`config.mk`:
```
export PLATFORM = sky130hd
export DESIGN_NAME = rsb_unit
export DESIGN_NICKNAME = d
export VERILOG_FILES = /design/src/rtl/rsb_pkg.sv /design/src/rtl/rsb_shifter.sv /design/src/rtl/rsb_bitop.sv /design/src/rtl/rsb_unit.sv
export SDC_FILE = /design/constraint.sdc
export NUM_CORES = 1
export LEC_CHECK = 0
export BUFFER_PORTS_ARGS = -buffer_cell sky130_fd_sc_hd__buf_4
export CAP_MARGIN = 30
export CORE_MARGIN = 2
export CORE_UTILIZATION = 44
export DETAILED_ROUTE_END_ITERATION = 10
export PLACE_DENSITY = 0.74
export SYNTH_ARGS = -nofsm -noshare
export SYNTH_HDL_FRONTEND = slang
export SYNTH_SLANG_ARGS = --single-unit
```
`constraint.sdc`:
```
create_clock -name vclk -period 4.02
set_input_delay 0.201 -clock vclk [all_inputs]
set_output_delay 0.201 -clock vclk [all_outputs]
set_load 0.005 [all_outputs]
```
`src/rtl/rsb_pkg.sv`:
```
package rsb_pkg;

    typedef enum logic [3:0] {
        OP_ACC_RLC = 4'd0,
        OP_ACC_RRC = 4'd1,
        OP_ACC_RL  = 4'd2,
        OP_ACC_RR  = 4'd3,
        OP_RLC     = 4'd4,
        OP_RRC     = 4'd5,
        OP_RL      = 4'd6,
        OP_RR      = 4'd7,
        OP_SLA     = 4'd8,
        OP_SRA     = 4'd9,
        OP_SWAP    = 4'd10,
        OP_SRL     = 4'd11,
        OP_BTST    = 4'd12,
        OP_BCLR    = 4'd13,
        OP_BSET    = 4'd14,
        OP_NONE    = 4'd15
    } rsb_op_e;

    typedef struct packed {
        logic z;
        logic n;
        logic h;
        logic c;
    } rsb_flags_t;

    localparam rsb_flags_t WE_ALL  = '{z: 1'b1, n: 1'b1, h: 1'b1, c: 1'b1};
    localparam rsb_flags_t WE_TEST = '{z: 1'b1, n: 1'b1, h: 1'b1, c: 1'b0};
    localparam rsb_flags_t WE_NONE = '{z: 1'b0, n: 1'b0, h: 1'b0, c: 1'b0};

    function automatic logic is_acc_rot(input rsb_op_e op);
        return op inside {OP_ACC_RLC, OP_ACC_RRC, OP_ACC_RL, OP_ACC_RR};
    endfunction

    function automatic logic is_shifter(input rsb_op_e op);
        return op <= OP_SRL;
    endfunction

    function automatic logic is_bitop(input rsb_op_e op);
        return op inside {OP_BTST, OP_BCLR, OP_BSET};
    endfunction

endpackage

```
`src/rtl/rsb_shifter.sv`:
```
module rsb_shifter
    import rsb_pkg::*;
#(
    parameter int WIDTH = 8
) (
    input  rsb_op_e           op,
    input  logic [WIDTH-1:0]  opnd,
    input  logic              cin,
    output logic [WIDTH-1:0]  res,
    output logic              cout
);
    localparam int HALF = WIDTH / 2;
    localparam int MSB  = WIDTH - 1;

    always_comb begin
        res  = opnd;
        cout = cin;
        unique case (op)
            OP_ACC_RLC, OP_RLC: begin
                res  = {opnd[MSB-1:0], opnd[MSB]};
                cout = opnd[MSB];
            end
            OP_ACC_RRC, OP_RRC: begin
                res  = {opnd[0], opnd[MSB:1]};
                cout = opnd[0];
            end
            OP_ACC_RL, OP_RL: begin
                res  = {opnd[MSB-1:0], cin};
                cout = opnd[MSB];
            end
            OP_ACC_RR, OP_RR: begin
                res  = {cin, opnd[MSB:1]};
                cout = opnd[0];
            end
            OP_SLA: begin
                res  = {opnd[MSB-1:0], 1'b0};
                cout = opnd[MSB];
            end
            OP_SRA: begin
                res  = {opnd[MSB], opnd[MSB:1]};
                cout = opnd[0];
            end
            OP_SRL: begin
                res  = {1'b0, opnd[MSB:1]};
                cout = opnd[0];
            end
            OP_SWAP: begin
                res  = {opnd[HALF-1:0], opnd[MSB:HALF]};
                cout = 1'b0;
            end
            default: begin
                res  = opnd;
                cout = cin;
            end
        endcase


        rlc_wrap_chk: assert (!(op inside {OP_ACC_RLC, OP_RLC}) ||
                              (cout == res[0] && $countones(res) == $countones(opnd)));

        rrc_wrap_chk: assert (!(op inside {OP_ACC_RRC, OP_RRC}) ||
                              (cout == res[MSB] && $countones(res) == $countones(opnd)));

        swap_carry_chk: assert (op != OP_SWAP ||
                                (!cout && $countones(res) == $countones(opnd)));
    end

endmodule

```
`src/rtl/rsb_bitop.sv`:
```
module rsb_bitop
    import rsb_pkg::*;
#(
    parameter int WIDTH = 8,
    localparam int IDX_W = $clog2(WIDTH)
) (
    input  rsb_op_e           op,
    input  logic [IDX_W-1:0]  idx,
    input  logic [WIDTH-1:0]  opnd,
    output logic [WIDTH-1:0]  res,
    output logic              zero
);
    logic [WIDTH-1:0] sel;

    for (genvar i = 0; i < WIDTH; i++) begin : g_sel
        assign sel[i] = (idx == IDX_W'(i));
    end

    always_comb begin
        zero = ~|(opnd & sel);
        unique case (op)
            OP_BCLR: res = opnd & ~sel;
            OP_BSET: res = opnd | sel;
            default: res = opnd;
        endcase


        btst_keep_chk: assert (op != OP_BTST || (res == opnd && zero == !opnd[idx]));

        bclr_bit_chk: assert (op != OP_BCLR ||
                              (!res[idx] && $countones(res ^ opnd) <= 1));

        bset_bit_chk: assert (op != OP_BSET ||
                              (res[idx] && $countones(res ^ opnd) <= 1));
    end

endmodule

```
`src/rtl/rsb_unit.sv`:
```
module rsb_unit
    import rsb_pkg::*;
#(
    parameter int WIDTH = 8,
    localparam int IDX_W = $clog2(WIDTH)
) (
    input  logic [3:0]        op_code,
    input  logic [IDX_W-1:0]  bit_sel,
    input  logic [WIDTH-1:0]  operand,
    input  logic              carry_in,
    output logic [WIDTH-1:0]  result,
    output logic              flag_z,
    output logic              flag_n,
    output logic              flag_h,
    output logic              flag_c,
    output logic [3:0]        flag_we,
    output logic              result_we
);
    rsb_op_e          op;
    logic [WIDTH-1:0] sh_res;
    logic             sh_c;
    logic [WIDTH-1:0] bt_res;
    logic             bt_zero;
    rsb_flags_t       flags;
    rsb_flags_t       we;

    assign op = rsb_op_e'(op_code);

    rsb_shifter #(.WIDTH(WIDTH)) u_shifter (
        .op   (op),
        .opnd (operand),
        .cin  (carry_in),
        .res  (sh_res),
        .cout (sh_c)
    );

    rsb_bitop #(.WIDTH(WIDTH)) u_bitop (
        .op   (op),
        .idx  (bit_sel),
        .opnd (operand),
        .res  (bt_res),
        .zero (bt_zero)
    );

    always_comb begin
        result    = operand;
        flags     = '{z: 1'b0, n: 1'b0, h: 1'b0, c: carry_in};
        we        = WE_NONE;
        result_we = 1'b0;

        if (is_shifter(op)) begin
            result    = sh_res;
            flags.c   = sh_c;
            flags.z   = is_acc_rot(op) ? 1'b0 : (sh_res == '0);
            we        = WE_ALL;
            result_we = 1'b1;
        end else if (op == OP_BTST) begin
            flags.z   = bt_zero;
            flags.h   = 1'b1;
            we        = WE_TEST;
        end else if (is_bitop(op)) begin
            result    = bt_res;
            result_we = 1'b1;
        end


        acc_zero_chk: assert (!is_acc_rot(op) || !flags.z);

        shift_nh_chk: assert (!is_shifter(op) || (!flags.n && !flags.h && we == WE_ALL));

        btst_nowrite_chk: assert (op != OP_BTST || (!result_we && flags.c == carry_in));

        none_idle_chk: assert (op != OP_NONE || (!result_we && we == WE_NONE));
    end

    assign flag_z  = flags.z;
    assign flag_n  = flags.n;
    assign flag_h  = flags.h;
    assign flag_c  = flags.c;
    assign flag_we = we;

endmodule

```
### After elaboration in Yosys (flattened, before gate mapping)

Cells that the tools add are included.

| storage, ports and cells | value |
|---|---|
| input port bits | 16 |
| output and inout port bits | 17 |
| bits in registers | 0 |
| word-level logic and storage cells | 56 |

| cells by class | value |
|---|---|
| reduce and logical (&&, ||, !) cells | 13 |
| multiplexer cells | 17 |
| bitwise operators | 4 |
| equality and inequality tests | 21 |
| order comparisons | 1 |

Operators with widths:

| kind | number |
|---|---|
| $pmux 8 s8 | 1 |
| $eq 4x4->1 const B | 7 |
| $mux 8 | 3 |
| $and 8x8->8 | 2 |
| $eq 4x3->1 const B | 4 |
| $pmux 8 s2 | 1 |
| $eq 3x3->1 const B | 4 |
| $mux 1 | 9 |
| $eq 4x2->1 const B | 2 |
| $logic_not 8->1 | 1 |
| $mux 4 | 2 |
| $not 8->8 | 1 |
| $or 8x8->8 | 1 |
| $reduce_or 2->1 | 4 |
| $reduce_or 8->1 | 1 |
| $eq 3x2->1 const B | 2 |
| $reduce_or 6->1 | 1 |
| $reduce_or 5->1 | 1 |
| $eq 4x1->1 const B | 1 |
| $le 4x4->1 const B | 1 |
| $logic_not 4->1 | 1 |
| $reduce_bool 4->1 | 1 |
| $eq 3x1->1 const B | 1 |
| $logic_not 3->1 | 1 |
| 3 further kinds | 3 |

### Logic depth before layout (Yosys ltp)

Gate-level depths: netlist of the first run.

| logic depth | value |
|---|---|
| word-level depth | 7 |
| mapped depth | 6 |

### Cells and area by module

From an unflattened synthesis of the first run, not the netlist that was laid out.

| second synthesis, totals | value |
|---|---|
| cells, all modules | 137 |
| area, all modules | 987.2 µm² |

By module, submodules not included:

| module | area each (µm²) | times used | sequential area each (µm²) | cells an instance |
|---|---|---|---|---|
| rsb_shifter | 411.6 | 1 | 0.0 | 64 |
| rsb_bitop | 296.5 | 1 | 0.0 | 32 |
| rsb_unit | 279.0 | 1 | 0.0 | 41 |

### Least setup slack after synthesis of the first run

No wires, ideal clock.

| timing path | value |
|---|---|
| kind | input -> output |
| from | input operand[2] |
| to | output flag_z |
| arrival | 1547 ps |
| path slack | 2272 ps |
| data required time | 3819 ps |
| stages on the path | 5 |
| cell sequence | buf_6 -> or4_4 -> or3_1 -> a22o_1 -> o31ai_2 |

| between the ends | value |
|---|---|
| cells in the longest elaborated chain, start to end | 5 |

Ends and longest elaborated chain:

| element | RTL line | text |
|---|---|---|
| start, declared | rsb_unit.sv:9 | `input logic [WIDTH-1:0] operand,` |
| branches (longest 4 deep; another with $pmux 8 s8) | -- |  |
| $mux 1 * | rsb_unit.sv:51 | `if (is_shifter(op)) begin` |
| end, declared | rsb_unit.sv:12 | `output logic flag_z,` |

Mark *: on every way between the ends.

### Worst setup path in the final report of the first run

Same ends and word-level chain as after synthesis.

==> flow_metrics.py, run 1 <==
metrics = {
    "global_route": {
        "grtUsageTotal_pct": 21.8,
        "grt_max_degree": 30,
        "grt_pass1_wl_mm": 3.58,
        "gr-total-overflow": 0,
        "grt_pass1_vias": 749,
        "antenna_found_initial": 0,
    },
    "status": {
        "outcome": "finished clean",
    },
    "clocking": {
        "postCtsSetupBuffers": 0,
        "ctsHoldBuffers": 0,
        "cts_resized": 0,
    },
    "run": {
        "max-cap-violations": 0,
    },
    "worst_setup_path": {
        "cp_data_arrival_time_ns": 1.74,
        "critPathBufInv": 2,
        "endpoint_kind": "output port",
        "critPathMostFrequentCell": "buf_4",
        "cp_slowest_cell": "or4_4",
        "start_kind": "input port",
        "path_cells": "buf_4 -> or4_4 -> or3_1 -> a22o_1 -> o31ai_2 -> buf_4",
        "worstPathRequired_ns": 3.82,
        "path_delay_family": "simple AND/OR/NAND/NOR gates",
        "path_class": "input port to output port",
        "cp_max_fo": 9,
        "critPathMaxStageDelay_ns": 0.54,
    },
    "detailed_routing": {
        "vias": 1035,
        "routedWlPerCell_um": 14.9,
        "post_drt_via_cell_ratio": 6.59,
        "drtAntennaViolNets": 0,
        "drt_first_pass_iters": 5,
        "drc": 0,
        "wirelength_mm": 2.34,
        "drt_iter0_markers": 58,
    },
    "floorplanning": {
        "start_util_pct": 46.4,
        "dieArea_mm2": 0.00216,
        "die_x_um": 46.5,
        "fp.coreArea_mm2": 0.00171,
        "die_y_um": 46.5,
        "rows": 15,
        "io_pins": 33,
    },
    "synth": {
        "yosys.area_share.adder_pct": 0,
        "syn_area_um2": 793,
        "yosysWarnings": 0,
        "synth_top_area_cell": "o211ai_1",
        "netlist.area_leader.share_pct": 8.52,
        "synth_top_family_by_area": "compound AO/OA/AOI/OAI gates",
        "synth-compound-area-share_pct": 42.7,
        "ys_top_cells_by_count": "clkbuf_1, nand2_1, o211ai_1",
        "synth_seq_area_share_pct": 0,
        "synth_area_leaders": "o211ai_1, a222oi_1, a32oi_1",
        "synthXorXnorAreaFrac_pct": 0,
        "synth_nets": 136,
        "yosysUniqueCellTypes": 43,
        "syn_inst": 120,
        "muxShareOfSynthArea_pct": 5.36,
        "yosys.area_share.simple_pct": 36.6,
        "yosysMostFrequentCell": "clkbuf_1",
        "avgSynthCellArea_um2": 6.61,
    },
    "place": {
        "place_hpwl_mm": 1.64,
        "place_area_um2": 958,
        "gp_congestion": 0.825,
        "portBuffers": 32,
    },
    "sta": {
        "slew_violations": 0,
        "finalSetupTns_ns": 0,
        "rsz0062_at_grt": "no",
        "hold_viol": 0,
        "setup_viol": 0,
        "fin_crit_ns": 1.94,
        "tightest_slew_ns": 0.583,
        "fmax_mhz": 516,
        "min_period_over_period_pct": 48.2,
        "max_slew_margin_pct": 61.0,
    },
    "final_layout": {
        "drive_gt1_share_pct": 28.8,
        "seq_cell_count": 0,
        "fin_area_um2": 963,
        "nClkBuffers": 0,
        "final-seq-area_um2": 0,
        "nets": 150,
        "area_growth_pct": 21.5,
        "antennaDiodeCount": 0,
        "num-fill-cells": 177,
    },
    "power_and_ir_drop": {
        "power.density_mw_per_mm2": 115,
        "peakVddDrop_mv": 0.0558,
        "p_leak_nw": 0.397,
    },
    "worst_hold_path": {
        "worst_hold_path_type": "input port to output port",
    },
}
-- metal layers --
layer | global-route usage, % | up-vias | routed length, um
met3 | 0 | 2 | 219
met4 | 1.14 | 0 | 8
met1 | 34.8 | 472 | 987
met5 | 0 | - | 0
met2 | 33.6 | 70 | 1130
li1 | - | 491 | -
-- cell usage in the layout (no fill, tap or decap), types with 2 or more instances in the layout --
master,netlist,routed
nor2_1,5,5
nand4_1,2,2
a222oi_1,6,6
buf_4,3,32
nor2b_1,5,5
nand2_1,10,10
a2bb2oi_1,2,2
nor3_1,2,2
o211ai_1,9,9
and3b_1,2,2
nand2b_1,5,5
a32oi_1,6,6
nand3_1,7,7
a31oi_1,3,3
or3_1,2,2
mux2i_1,2,2
nor4bb_1,2,2
a21o_1,4,4
a21oi_1,3,3
inv_1,3,3
-- final cells by class --
class,count,area [um2],share of cell area [%]
inverters,3,11.3,1.17
multi-input cells,96,676,70.1
well taps,25,31.3,3.25
repair buffers,33,245,25.5
-- report_power, final --
part           internal [mW]  total [mW]  switching (mW)
Clock                      0           0               0
Sequential                 0           0               0
Combinational         0.0547       0.111          0.0562
Total                 0.0547       0.111          0.0562
-- final timing paths --
path / start / end / depth (start not counted)
min: carry_in / flag_c / 4
max: operand[2] / flag_z / 6
-- cell families after synthesis --
group / after synthesis
AO/OA/AOI/OAI: 43
AND/OR/NAND/NOR: 49
other: 1
multiplexers: 3
buffers and inverters: 24
-- per-stage QoR --
step | std cells | worst slack [ns] | util, % | total power, mW | hold slack (ns)
final | 157 | 2.08 | 56.4 | 0.111 | 0.766
after CTS | 156 | 1.90 | 56.1 | 0.110 | 0.776
after global placement | 156 | 2.00 | 56.1 | 0.108 | 0.761
after global routing | 157 | 2.04 | 56.4 | 0.121 | 0.796
after floorplan | 120 | 2.27 | - | 0.0698 | 0.530
after detailed placement | 156 | 1.90 | 56.1 | 0.109 | 0.769
Power figures use the tool's default switching activity.
==> run 2: changes to the inputs <==
==> constraint.sdc (replaced) <==
create_clock -name vclk -period 1.9
set_input_delay 0.095 -clock vclk [all_inputs]
set_output_delay 0.095 -clock vclk [all_outputs]
set_load 0.005 [all_outputs]
==> run 2 against run 1 <==
Compared with the run above: via count is 2.5% lower; global-route usage rose by 1.8 points; sequential share of layout area stayed put; setup slack got worse by 1.9 ns; power increased by 110%; largest cell class unchanged.
==> flow_metrics.py, run 2 (same netlist as run 1, synthesis figures left out) <==
metrics = {
    "floorplanning": {
        "die_y_um": 46.5,
        "start_util_pct": 46.4,
        "io_pins": 33,
        "rows": 15,
        "die_x_um": 46.5,
        "dieArea_mm2": 0.00216,
        "fp.coreArea_mm2": 0.00171,
    },
    "detailed_routing": {
        "drt_first_pass_iters": 5,
        "post_drt_via_cell_ratio": 6.39,
        "drc": 0,
        "drt_iter0_markers": 66,
        "drtAntennaViolNets": 0,
        "routedWlPerCell_um": 15.3,
        "wirelength_mm": 2.41,
        "vias": 1009,
    },
    "power_and_ir_drop": {
        "clkPwrFrac_pct": 0,
        "switching_share_pct": 50.7,
        "power.net_switching_mw": 0.121,
        "seqPwrFrac_pct": 0,
        "p_leak_nw": 0.402,
        "power.internal_mw": 0.118,
        "combPwrFrac_pct": 100.0,
        "power_mw": 0.238,
        "power.density_mw_per_mm2": 245,
        "peakVddDrop_mv": 0.131,
    },
    "final_layout": {
        "nets": 151,
        "area_growth_pct": 22.7,
        "fin_cells": 158,
        "antennaDiodeCount": 0,
        "fin_area_um2": 973,
        "nClkBuffers": 0,
        "fin_util_pct": 57.0,
        "seq_cell_count": 0,
        "layout_common_cells": "buf_4, nand2_1, o211ai_1, nand3_1",
        "final_common_cell": "buf_4",
        "final-seq-area_um2": 0,
        "drive_gt1_share_pct": 29.3,
    },
    "sta": {
        "setup_viol": 0,
        "tightest_slew_ns": 0.535,
        "setup_ws_ns": 0.178,
        "rsz0062_at_grt": "no",
        "slew_violations": 0,
        "hold_viol": 0,
        "finalSetupTns_ns": 0,
        "max_slew_margin_pct": 64.3,
        "fin_hold_ws_ns": 0.577,
        "min_period_over_period_pct": 90.6,
        "fin_crit_ns": 1.72,
        "fmax_mhz": 581,
    },
    "place": {
        "dp_cells": 158,
        "place_hpwl_mm": 1.78,
        "place_ws_ns": 0.171,
        "place_area_um2": 973,
        "portBuffers": 32,
        "gp_congestion": 0.891,
    },
    "clocking": {
        "cts_resized": 0,
        "postCtsSetupBuffers": 0,
        "ctsHoldBuffers": 0,
    },
    "worst_setup_path": {
        "cp_max_fo": 9,
        "endpoint_kind": "output port",
        "path_class": "input port to output port",
        "worstPathRequired_ns": 1.80,
        "crit_path_start": "operand[2]",
        "cp_data_arrival_time_ns": 1.63,
        "start_kind": "input port",
    },
    "global_route": {
        "gr-total-overflow": 0,
        "grt_pass1_vias": 787,
        "grtUsageTotal_pct": 23.6,
        "antenna_found_initial": 0,
        "grt_pass1_wl_mm": 3.84,
        "grt_max_degree": 30,
    },
    "worst_hold_path": {
        "hold_path_depth": 4,
        "worst_hold_path_type": "input port to output port",
        "min_from": "carry_in",
    },
    "status": {
        "outcome": "finished clean",
    },
    "run": {
        "max-cap-violations": 0,
    },
}
run 2: cell type report:
| class | count | area [um2] |
|---|---|---|
| fill | 177 | 734 |
| inverter | 3 | 11.3 |
| tap | 25 | 31.3 |
| multi-input combinational | 96 | 676 |
| timing repair buffer | 34 | 255 |
run 2: critical path, cell delays in order:
cell	delay, ns
buf_4	0.14
or4_4	0.53
or3_1	0.32
a22o_1	0.19
o31ai_2	0.21
buf_4	0.14
run 2: worst paths after layout:
path | to | slack, ns
max | flag_z | 0.18
min | flag_c | 0.58
run 2: power by group through the flow:
stage	clock network [mW]	logic, mW	registers [mW]
floorplan	0	0.148	0
global placement	0	0.233	0
detailed placement	0	0.236	0
CTS	0	0.237	0
global route	0	0.262	0
finish	0	0.238	0
run 2: routing by layer:
| metal | vias to the layer above | routed length (um) | global-route usage (%) |
|---|---|---|---|
| li1 | 493 | - | - |
| met1 | 460 | 1030 | 35.0 |
| met3 | 0 | 223 | 1.18 |
| met5 | - | 0 | 0 |
| met2 | 56 | 1150 | 38.9 |
| met4 | 0 | 0 | 1.14 |
